===== config.mk =====
export PLATFORM = sky130hd
export DESIGN_NAME = bisync_tx
export DESIGN_NICKNAME = d
export VERILOG_FILES = /design/src/rtl/bisync_pkg.sv /design/src/rtl/bisync_crc_acc.sv /design/src/rtl/bisync_shifter.sv /design/src/rtl/bisync_seq.sv /design/src/rtl/bisync_tx.sv
export SDC_FILE = /design/constraint.sdc
export NUM_CORES = 1
export LEC_CHECK = 0
export BUFFER_PORTS_ARGS = -buffer_cell sky130_fd_sc_hd__buf_2
export CAP_MARGIN = 20
export CORE_MARGIN = 5
export CORE_UTILIZATION = 30
export CTS_BUF_LIST = sky130_fd_sc_hd__clkbuf_16
export CTS_CLUSTER_DIAMETER = 200
export CTS_CLUSTER_SIZE = 28
export DETAILED_ROUTE_END_ITERATION = 8
export HOLD_SLACK_MARGIN = 0.03
export PLACE_DENSITY = 0.56
export SLEW_MARGIN = 20
export SYNTH_ARGS = -nofsm -noshare
export SYNTH_HDL_FRONTEND = slang
export SYNTH_HIERARCHICAL = 1
export SYNTH_SLANG_ARGS = --single-unit

===== constraint.sdc =====
create_clock -name clk -period 2.4 [get_ports clk]
set_input_delay 0.12 -clock clk [delete_from_list [all_inputs] [get_ports clk]]
set_output_delay 0.12 -clock clk [all_outputs]
set_load 0.03 [all_outputs]

===== src/rtl/bisync_pkg.sv =====
// Shared types for the bisync transmitter.
// Assumes: the character source is chosen once per character boundary.
package bisync_pkg;
    typedef enum logic [1:0] {
        SRC_SYNC   = 2'd0,
        SRC_DATA   = 2'd1,
        SRC_CRC_HI = 2'd2,
        SRC_CRC_LO = 2'd3
    } char_src_e;

    localparam int unsigned LEN_CODE_W = 2;
endpackage


===== src/rtl/bisync_crc_acc.sv =====
// Bit-serial check-sum accumulator, right-shifting (reflected) form.
// Assumes: clr and step are never both wanted in the same cycle; clr wins.
module bisync_crc_acc #(
    parameter int unsigned    W    = 16,
    parameter logic [W-1:0]   POLY = 16'hA001
) (
    input  logic         clk,
    input  logic         rst_n,
    input  logic         clr,
    input  logic         step,
    input  logic         din,
    output logic [W-1:0] crc_q
);
    logic         fb;
    logic [W-1:0] crc_nxt;

    // next value of the register for one input bit
    always_comb begin
        fb      = crc_q[0] ^ din;
        crc_nxt = (crc_q >> 1) ^ (fb ? POLY : '0);
    end

    // register with clear and step
    always_ff @(posedge clk) begin
        if (!rst_n)    crc_q <= '0;
        else if (clr)  crc_q <= '0;
        else if (step) crc_q <= crc_nxt;
    end
endmodule


===== src/rtl/bisync_shifter.sv =====
// Character shifter: loads a character at each boundary and emits it LSB first,
// one bit per bit_en. It also tells the check-sum accumulator when and what to update.
// Assumes: ld_len is between 1 and CHAR_W.
module bisync_shifter #(
    parameter int unsigned CHAR_W = 8,
    parameter int unsigned CNT_W  = $clog2(CHAR_W + 1)
) (
    input  logic              clk,
    input  logic              rst_n,
    input  logic              run,
    input  logic              bit_en,
    input  logic [CHAR_W-1:0] ld_char,
    input  logic [CNT_W-1:0]  ld_len,
    input  logic              ld_acc,
    output logic              txd,
    output logic              take,
    output logic              step,
    output logic              step_bit
);
    logic [CHAR_W-1:0] sh_q;
    logic [CNT_W-1:0]  cnt_q;
    logic              acc_q;
    logic              fire;

    // boundary detection and check-sum feed
    always_comb begin
        fire     = run & bit_en;
        take     = fire & (cnt_q == '0);
        step     = fire & (take ? ld_acc : acc_q);
        step_bit = take ? ld_char[0] : sh_q[0];
    end

    // shift register, bit counter and line output
    always_ff @(posedge clk) begin
        if (!rst_n) begin
            txd   <= 1'b1;
            sh_q  <= '0;
            cnt_q <= '0;
            acc_q <= 1'b0;
        end else if (!run) begin
            txd   <= 1'b1;
            cnt_q <= '0;
            acc_q <= 1'b0;
        end else if (take) begin
            txd   <= ld_char[0];
            sh_q  <= ld_char >> 1;
            cnt_q <= ld_len - 1'b1;
            acc_q <= ld_acc;
        end else if (fire) begin
            txd   <= sh_q[0];
            sh_q  <= sh_q >> 1;
            cnt_q <= cnt_q - 1'b1;
        end
    end
endmodule


===== src/rtl/bisync_seq.sv =====
// Character sequencer: hold register, end-of-message latch, interrupt and
// choice of the next character (pending check-sum low byte, data,
// check-sum high byte, sync, in that priority).
// Assumes: CRC_W is twice CHAR_W; char_len codes map to CHAR_W-3 .. CHAR_W bits.
module bisync_seq
    import bisync_pkg::*;
#(
    parameter int unsigned CHAR_W = 8,
    parameter int unsigned CRC_W  = 16,
    parameter int unsigned CNT_W  = $clog2(CHAR_W + 1)
) (
    input  logic                  clk,
    input  logic                  rst_n,
    input  logic                  run,
    input  logic                  take,
    input  logic [CHAR_W-1:0]     sync_char,
    input  logic [LEN_CODE_W-1:0] char_len,
    input  logic                  crc_en,
    input  logic                  wr,
    input  logic [CHAR_W-1:0]     wr_data,
    input  logic                  wr_incl,
    input  logic                  eom_clr,
    input  logic                  irq_ack,
    input  logic [CRC_W-1:0]      crc_q,
    output logic [CHAR_W-1:0]     ld_char,
    output logic [CNT_W-1:0]      ld_len,
    output logic                  ld_acc,
    output logic                  crc_clr,
    output logic                  data_req,
    output logic                  irq,
    output logic                  eom_flag
);
    localparam int unsigned MIN_LEN = CHAR_W - 3;

    char_src_e         src;
    logic              buf_full_q;
    logic [CHAR_W-1:0] buf_data_q;
    logic              buf_incl_q;
    logic              lo_pend_q;
    logic [CHAR_W-1:0] lo_byte_q;
    logic              latch_q;
    logic              irq_q;
    logic              armed_q;
    logic [CNT_W-1:0]  user_len;
    logic              crc_start;

    // pick the source of the next character
    always_comb begin
        if (lo_pend_q)       src = SRC_CRC_LO;
        else if (buf_full_q) src = SRC_DATA;
        else if (!latch_q)   src = SRC_CRC_HI;
        else                 src = SRC_SYNC;
    end

    // present the chosen character, its length and its check-sum flag
    always_comb begin
        user_len = CNT_W'(MIN_LEN) + CNT_W'(char_len);
        ld_acc   = 1'b0;
        case (src)
            SRC_CRC_LO: begin
                ld_char = lo_byte_q;
                ld_len  = CNT_W'(CHAR_W);
            end
            SRC_DATA: begin
                ld_char = buf_data_q;
                ld_len  = user_len;
                ld_acc  = crc_en & buf_incl_q;
            end
            SRC_CRC_HI: begin
                ld_char = crc_q[CRC_W-1:CHAR_W];
                ld_len  = CNT_W'(CHAR_W);
            end
            default: begin
                ld_char = sync_char;
                ld_len  = user_len;
            end
        endcase
        crc_start = run & take & (src == SRC_CRC_HI);
        crc_clr   = ~run | crc_start;
        data_req  = run & armed_q & ~buf_full_q;
        irq       = irq_q;
        eom_flag  = latch_q;
    end

    // hold register, check-sum low byte and request arming
    always_ff @(posedge clk) begin
        if (!rst_n) begin
            buf_full_q <= 1'b0;
            buf_data_q <= '0;
            buf_incl_q <= 1'b0;
            lo_pend_q  <= 1'b0;
            lo_byte_q  <= '0;
            armed_q    <= 1'b0;
        end else if (!run) begin
            buf_full_q <= 1'b0;
            lo_pend_q  <= 1'b0;
            armed_q    <= 1'b0;
        end else begin
            if (wr && !buf_full_q) begin
                buf_full_q <= 1'b1;
                buf_data_q <= wr_data;
                buf_incl_q <= wr_incl;
            end else if (take && src == SRC_DATA) begin
                buf_full_q <= 1'b0;
                armed_q    <= 1'b1;
            end
            if (crc_start) begin
                lo_pend_q <= 1'b1;
                lo_byte_q <= crc_q[CHAR_W-1:0];
            end else if (take && src == SRC_CRC_LO) begin
                lo_pend_q <= 1'b0;
            end
        end
    end

    // end-of-message latch and its interrupt
    always_ff @(posedge clk) begin
        if (!rst_n) begin
            latch_q <= 1'b1;
            irq_q   <= 1'b0;
        end else begin
            if (crc_start)    latch_q <= 1'b1;
            else if (eom_clr) latch_q <= 1'b0;
            if (crc_start)    irq_q <= 1'b1;
            else if (irq_ack) irq_q <= 1'b0;
        end
    end
endmodule


===== src/rtl/bisync_tx.sv =====
// Bisync character transmitter top: connects the sequencer, the shifter and the
// check-sum accumulator, and registers the request-to-send line.
// Assumes: bit_en is a one-cycle strobe per bit time in the clk domain.
module bisync_tx #(
    parameter int unsigned  CHAR_W   = 8,
    parameter int unsigned  CRC_W    = 2 * CHAR_W,
    parameter logic [15:0]  CRC_POLY = 16'hA001
) (
    input  logic              clk,
    input  logic              rst_n,
    input  logic              tx_en,
    input  logic              bit_en,
    input  logic              rts_req,
    input  logic [CHAR_W-1:0] sync_char,
    input  logic [1:0]        char_len,
    input  logic              crc_en,
    input  logic              wr_stb,
    input  logic [CHAR_W-1:0] wr_data,
    input  logic              wr_crc_incl,
    input  logic              eom_clr,
    input  logic              irq_ack,
    output logic              txd,
    output logic              rts_out,
    output logic              data_req,
    output logic              irq,
    output logic              eom_flag
);
    localparam int unsigned CNT_W = $clog2(CHAR_W + 1);

    logic [CHAR_W-1:0] ld_char;
    logic [CNT_W-1:0]  ld_len;
    logic              ld_acc;
    logic              take;
    logic              crc_step;
    logic              crc_bit;
    logic              crc_clr;
    logic [CRC_W-1:0]  crc_q;

    bisync_seq #(.CHAR_W(CHAR_W), .CRC_W(CRC_W), .CNT_W(CNT_W)) u_seq (
        .clk(clk), .rst_n(rst_n), .run(tx_en), .take(take),
        .sync_char(sync_char), .char_len(char_len), .crc_en(crc_en),
        .wr(wr_stb), .wr_data(wr_data), .wr_incl(wr_crc_incl),
        .eom_clr(eom_clr), .irq_ack(irq_ack), .crc_q(crc_q),
        .ld_char(ld_char), .ld_len(ld_len), .ld_acc(ld_acc),
        .crc_clr(crc_clr), .data_req(data_req), .irq(irq), .eom_flag(eom_flag)
    );

    bisync_shifter #(.CHAR_W(CHAR_W), .CNT_W(CNT_W)) u_shift (
        .clk(clk), .rst_n(rst_n), .run(tx_en), .bit_en(bit_en),
        .ld_char(ld_char), .ld_len(ld_len), .ld_acc(ld_acc),
        .txd(txd), .take(take), .step(crc_step), .step_bit(crc_bit)
    );

    bisync_crc_acc #(.W(CRC_W), .POLY(CRC_W'(CRC_POLY))) u_crc (
        .clk(clk), .rst_n(rst_n), .clr(crc_clr), .step(crc_step),
        .din(crc_bit), .crc_q(crc_q)
    );

    // request-to-send output register
    always_ff @(posedge clk) begin
        if (!rst_n) rts_out <= 1'b0;
        else        rts_out <= rts_req;
    end
endmodule


# After elaboration in Yosys (flattened, before gate mapping)
# Cells that the tools add are included.
# op_classes
mux	21
n_eq_ne	3
add_sub_neg	3
n_reduce_logical	17
n_bitwise	15
# ops
operator	count
8-bit case mux with 3 select lines	1
16-bit 2-to-1 mux	1
8-bit 2-to-1 mux	2
15-bit by 16-bit XOR with 16-bit output	1
4-bit 2-to-1 mux	3
1-bit 2-to-1 mux	11
2-bit AND reduction	5
1-bit AND	8
2-bit nonzero test	4
4-bit by 1-bit subtractor with 4-bit output, second input constant	2
2-bit 2-to-1 mux	3
2-bit OR reduction	3
3-bit by 2-bit adder with 4-bit output, first input constant	1
2-bit == test, second input constant	2
4-bit logical NOT	1
1-bit inverter	4
1-bit logical AND	3
2-bit by 1-bit == test with 1-bit output, second input constant	1
1-bit logical NOT	1
1-bit OR	1
1-bit XOR	1
# word_totals
word_cells	73
reg_bits	53
input_bits	28
out_inout_bits	5

# Longest topological paths before layout
# depth
word_depth	9
depth_mapped	9
mapped_depth_nobuf	8

# Hierarchy
# The synthesis kept the hierarchy.
# modules_own_cells
module	area_per_inst_um2	seq_area_each_um2	instances	cells_per_inst
bisync_seq	1192.4	440.4	1	152
bisync_crc_acc	706.9	320.3	1	72
bisync_shifter	651.9	260.2	1	80
bisync_tx	26.3	20.0	1	2

# Worst setup path after synthesis
# OpenSTA, ideal clock, no wires.
# synth_timing
path_type	register to register
start	reg u_shift.cnt_q[2]
end	reg u_crc.crc_q[13]
stages_incl_launch_ff	8
path_slack_ns	0.200
synth_period_minus_slack_ns	2.200
path_buffers	1
arrival_ns	2.138
setup_ns	0.062
required_ns	2.338
path_cell_list	dfxtp_1 or4_1 buf_6 nor2_2 mux2_1 xnor2_1 or4_1 nand3_1
# synth_between
elab_chain_len	6
elab_cells_between_ends	12
cone_classes	3 x mux; 7 x bitwise; 2 x reduce/logical
# synth_lines
item	line_no	text
start: declaration	bisync_shifter.sv:21	logic [CNT_W-1:0] cnt_q;
start signal: assignment	bisync_shifter.sv:47	cnt_q <= ld_len - 1'b1;
start signal: assignment	bisync_shifter.sv:52	cnt_q <= cnt_q - 1'b1;
4-bit logical NOT	bisync_shifter.sv:28	take = fire & (cnt_q == '0);
1-bit AND	bisync_shifter.sv:28	
via take	bisync_tx.sv:33	logic take;
1-bit 2-to-1 mux	bisync_shifter.sv:30	step_bit = take ? ld_char[0] : sh_q[0];
via crc_bit	bisync_tx.sv:35	logic crc_bit;
1-bit XOR	bisync_crc_acc.sv:19	fb = crc_q[0] ^ din;
16-bit 2-to-1 mux	bisync_crc_acc.sv:20	crc_nxt = (crc_q >> 1) ^ (fb ? POLY : '0);
15-bit by 16-bit XOR with 16-bit output	bisync_crc_acc.sv:20	
end signal: assignment	bisync_crc_acc.sv:27	else if (step) crc_q <= crc_nxt;
end: declaration	bisync_crc_acc.sv:12	output logic [W-1:0] crc_q
# The timed path passes the listed nets, and every way through them passes these cells.
# A chain may end at the register's enable or synchronous reset.

# Worst setup path in the final report
# layout_timing
start	reg u_shift.cnt_q[0]
end	reg u_crc.crc_q[13]
# Same word-level chain as after synthesis.

==> results.sh <==
export IMPL_status="finished, final reports clean"
export IMPL_hold_slack_ps=44.4
export IMPL_maxCapViolCount=0
export IMPL_synth_distinct_cells=43
export IMPL_slew_limit_headroom=0.737
export IMPL_cts_sinks=52
export IMPL_synth_seq_cells=52
export IMPL_finalSetupTns_ps=0
export IMPL_final_util=0.355
export IMPL_die_height_um=103
export IMPL_via_per_inst=4.86
export IMPL_slowest_stage="or4_1"
export IMPL_cp_num_buf_inv=0
export IMPL_drive_gt1_frac=0.175
export IMPL_cts_path_max_buffers=2
export IMPL_synth_edff_count=0
export IMPL_leakagePower_nw=1.11
export IMPL_total_power_mw=1.95
export IMPL_die_area_um2=10500
export IMPL_post_cts_repair_setup_buffers=0
export IMPL_dr_pass1_iters=4
export IMPL_critical_path_class="reg2reg"
export IMPL_worstSetupStartpointType="flop"
export IMPL_finalCriticalPeriod_ps=2150
export IMPL_cp_max_fo=7
export IMPL_pin_count=33
export IMPL_drt_iter0_markers=63
export IMPL_grtUsageTotal=0.115
export IMPL_nets=360
export IMPL_rsz0062_at_grt="false"
export IMPL_dp_cells=428
export IMPL_fin_worst_skew_ps=8.30
export IMPL_cts_root_buf="clkbuf_16"
export IMPL_cts_made_buffers=5
export IMPL_cts_htree_levels=2
export IMPL_grt_ovfl_total=0
export IMPL_async_flop_share=0
export IMPL_die_x_um=103
export IMPL_critPathRequiredTime_ps=2630
export IMPL_fillers=869
export IMPL_synth_avg_cell_area_um2=8.42
export IMPL_cpMostUsedCell="or4_1"
export IMPL_hold_viol=0
export IMPL_crit_path_max_incr_delay_ps=570
export IMPL_syn_inst=306
export IMPL_synth_ff_type="dfxtp_1"
export IMPL_place_hpwl_um=4370
export IMPL_antenna_found_initial=0
export IMPL_finalSetupViolCount=0
export IMPL_synth_fp_nets=336
export IMPL_fmax_mhz=465
export IMPL_ctsHoldBuffers=0
export IMPL_rows=33
export IMPL_final_max_slew_viol_count=0
export IMPL_mostFrequentLayoutCells="54 x nand2_1, 52 x dfxtp_1, 32 x buf_2"
export IMPL_antenna_cells=0
export IMPL_crit_path_cell_trace="or4_1 > nor2_2 > mux2_1 > xnor2_1 > or4_1 > nand3_1"
export IMPL_cp_top_family="simple AND/OR/NAND/NOR gates"
export IMPL_cp_data_arrival_time_ps=2380
export IMPL_ctsResizeCount=0
export IMPL_p_per_area_nw_per_um2=662
export IMPL_yosys_warnings=6
export IMPL_clkTransAtPathRegs_ps=70
export IMPL_start_util=0.311
export IMPL_core_area_um2=8300
export IMPL_min_path_type="in2reg"
export IMPL_ant_nets=0
export IMPL_fin_crit_sh=0.895
export IMPL_worstSetupEndpointType="flop"
export IMPL_layout_commonest_cell="nand2_1"
export IMPL_grt_pass1_wl_um=9630
export IMPL_wl_per_cell_um=13.5
export IMPL_place_port_buffers=32
export IMPL_via_count=2120
export IMPL_gp_congestion=0.782
export IMPL_tightest_slew_ps=394
export IMPL_grt_pass1_vias=2003
export IMPL_ir_drop_mv=0.267
export IMPL_drc=0
export IMPL_grt_max_degree=25
export IMPL_cts_tree="yes"
export IMPL_wl_um=5870
export IMPL_seq_area_frac_synth=0.404
export IMPL_synth_area_um2=2580
export IMPL_final_cells=436
export IMPL_area_growth_pct=14.3
export IMPL_clk_latency_ps=280
## registers in the layout, summed over array words and instances (netlist names)
| name | cells |
|---|---|
| rts_out | 1 |
| u_shift/acc_q | 1 |
| u_shift/txd | 1 |
| u_seq/buf_data_q | 8 |
| u_seq/eom_flag | 1 |
| u_seq/buf_full_q | 1 |
| u_shift/sh_q | 7 |
| u_seq/armed_q | 1 |
| u_seq/irq | 1 |
| u_crc/crc_q | 16 |
| u_seq/buf_incl_q | 1 |
| u_seq/lo_byte_q | 8 |
| u_seq/lo_pend_q | 1 |
| u_shift/cnt_q | 4 |
## synth_stat cells, drive strengths merged, types with 3 or more instances
master	number	area [um^2]
nand2	54	203
dfxtp	52	1040
buf	24	176
mux2i	22	220
nor2	22	85.1
nand3	15	75.1
a21boi	11	82.6
inv	11	41.3
nor3	11	55.1
o21ai	9	45.0
a211o	8	70.1
a2bb2oi	8	70.1
nand2b	8	50.1
a21oi	6	30.0
a31oi	6	37.5
clkbuf	5	18.8
and2	3	18.8
nor2b	3	21.3
xnor2	3	26.3
## routing by layer
| layer | global-route usage | wire length, um | vias to the layer above |
|---|---|---|---|
| met5 | 0 | 0 | - |
| met4 | 0.0212 | 16 | 0 |
| met3 | 0.0277 | 269 | 2 |
| met2 | 0.195 | 2900 | 29 |
| met1 | 0.151 | 2680 | 992 |
| li1 | - | - | 1097 |
## logic make-up after synthesis
kind of cell	Yosys count	synth area share
compound gates	55	0.150
buf+inv	40	0.0917
fa+ha+maj	2	0.00971
xor+xnor	3	0.0102
flops	52	0.404
simple gates	130	0.240
mux	24	0.0942
## through the flow
stage | setup WS, ps | instance area, um^2
floorplan | 200 | 2580
global placement | 271 | 2780
detailed placement | 264 | 2780
CTS | 253 | 2950
global route | 112 | 2950
finish | 251 | 2950
## power by group
part | leakage (nW) | internal, mW | total [mW] | switching [mW]
Combinational | 0.607 | 0.117 | 0.259 | 0.142
Clock | 0.0789 | 0.485 | 0.787 | 0.302
Sequential | 0.422 | 0.886 | 0.904 | 0.0182
## worst paths after layout
path                                                      start                         endpoint  slack [ps]  cells after the start
worst max-delay path              u_shift/cnt_q[0]$_SDFFE_PN0P_     u_crc/crc_q[13]$_SDFFE_PP0P_         250                      6
worst min register to register  u_seq/lo_byte_q[6]$_SDFFE_PN0P_  u_seq/lo_byte_q[6]$_SDFFE_PN0P_         460                      2
worst max register to register    u_shift/cnt_q[0]$_SDFFE_PN0P_     u_crc/crc_q[13]$_SDFFE_PP0P_         250                      6
worst min-delay path                                    rts_req               rts_out$_SDFF_PN0_          40                      2
## final cells by class
cell class              instances  area, um^2  share of cell area
flip-flops and latches         52        1040               0.353
clock inverters                 3        37.5              0.0127
multi-input cells             214        1300               0.443
clock buffers                   5         125              0.0425
well taps                     105         131              0.0446
repair buffers                 46         265              0.0901
inverters                      11        41.3              0.0140
Power figures use the tool's default switching activity.
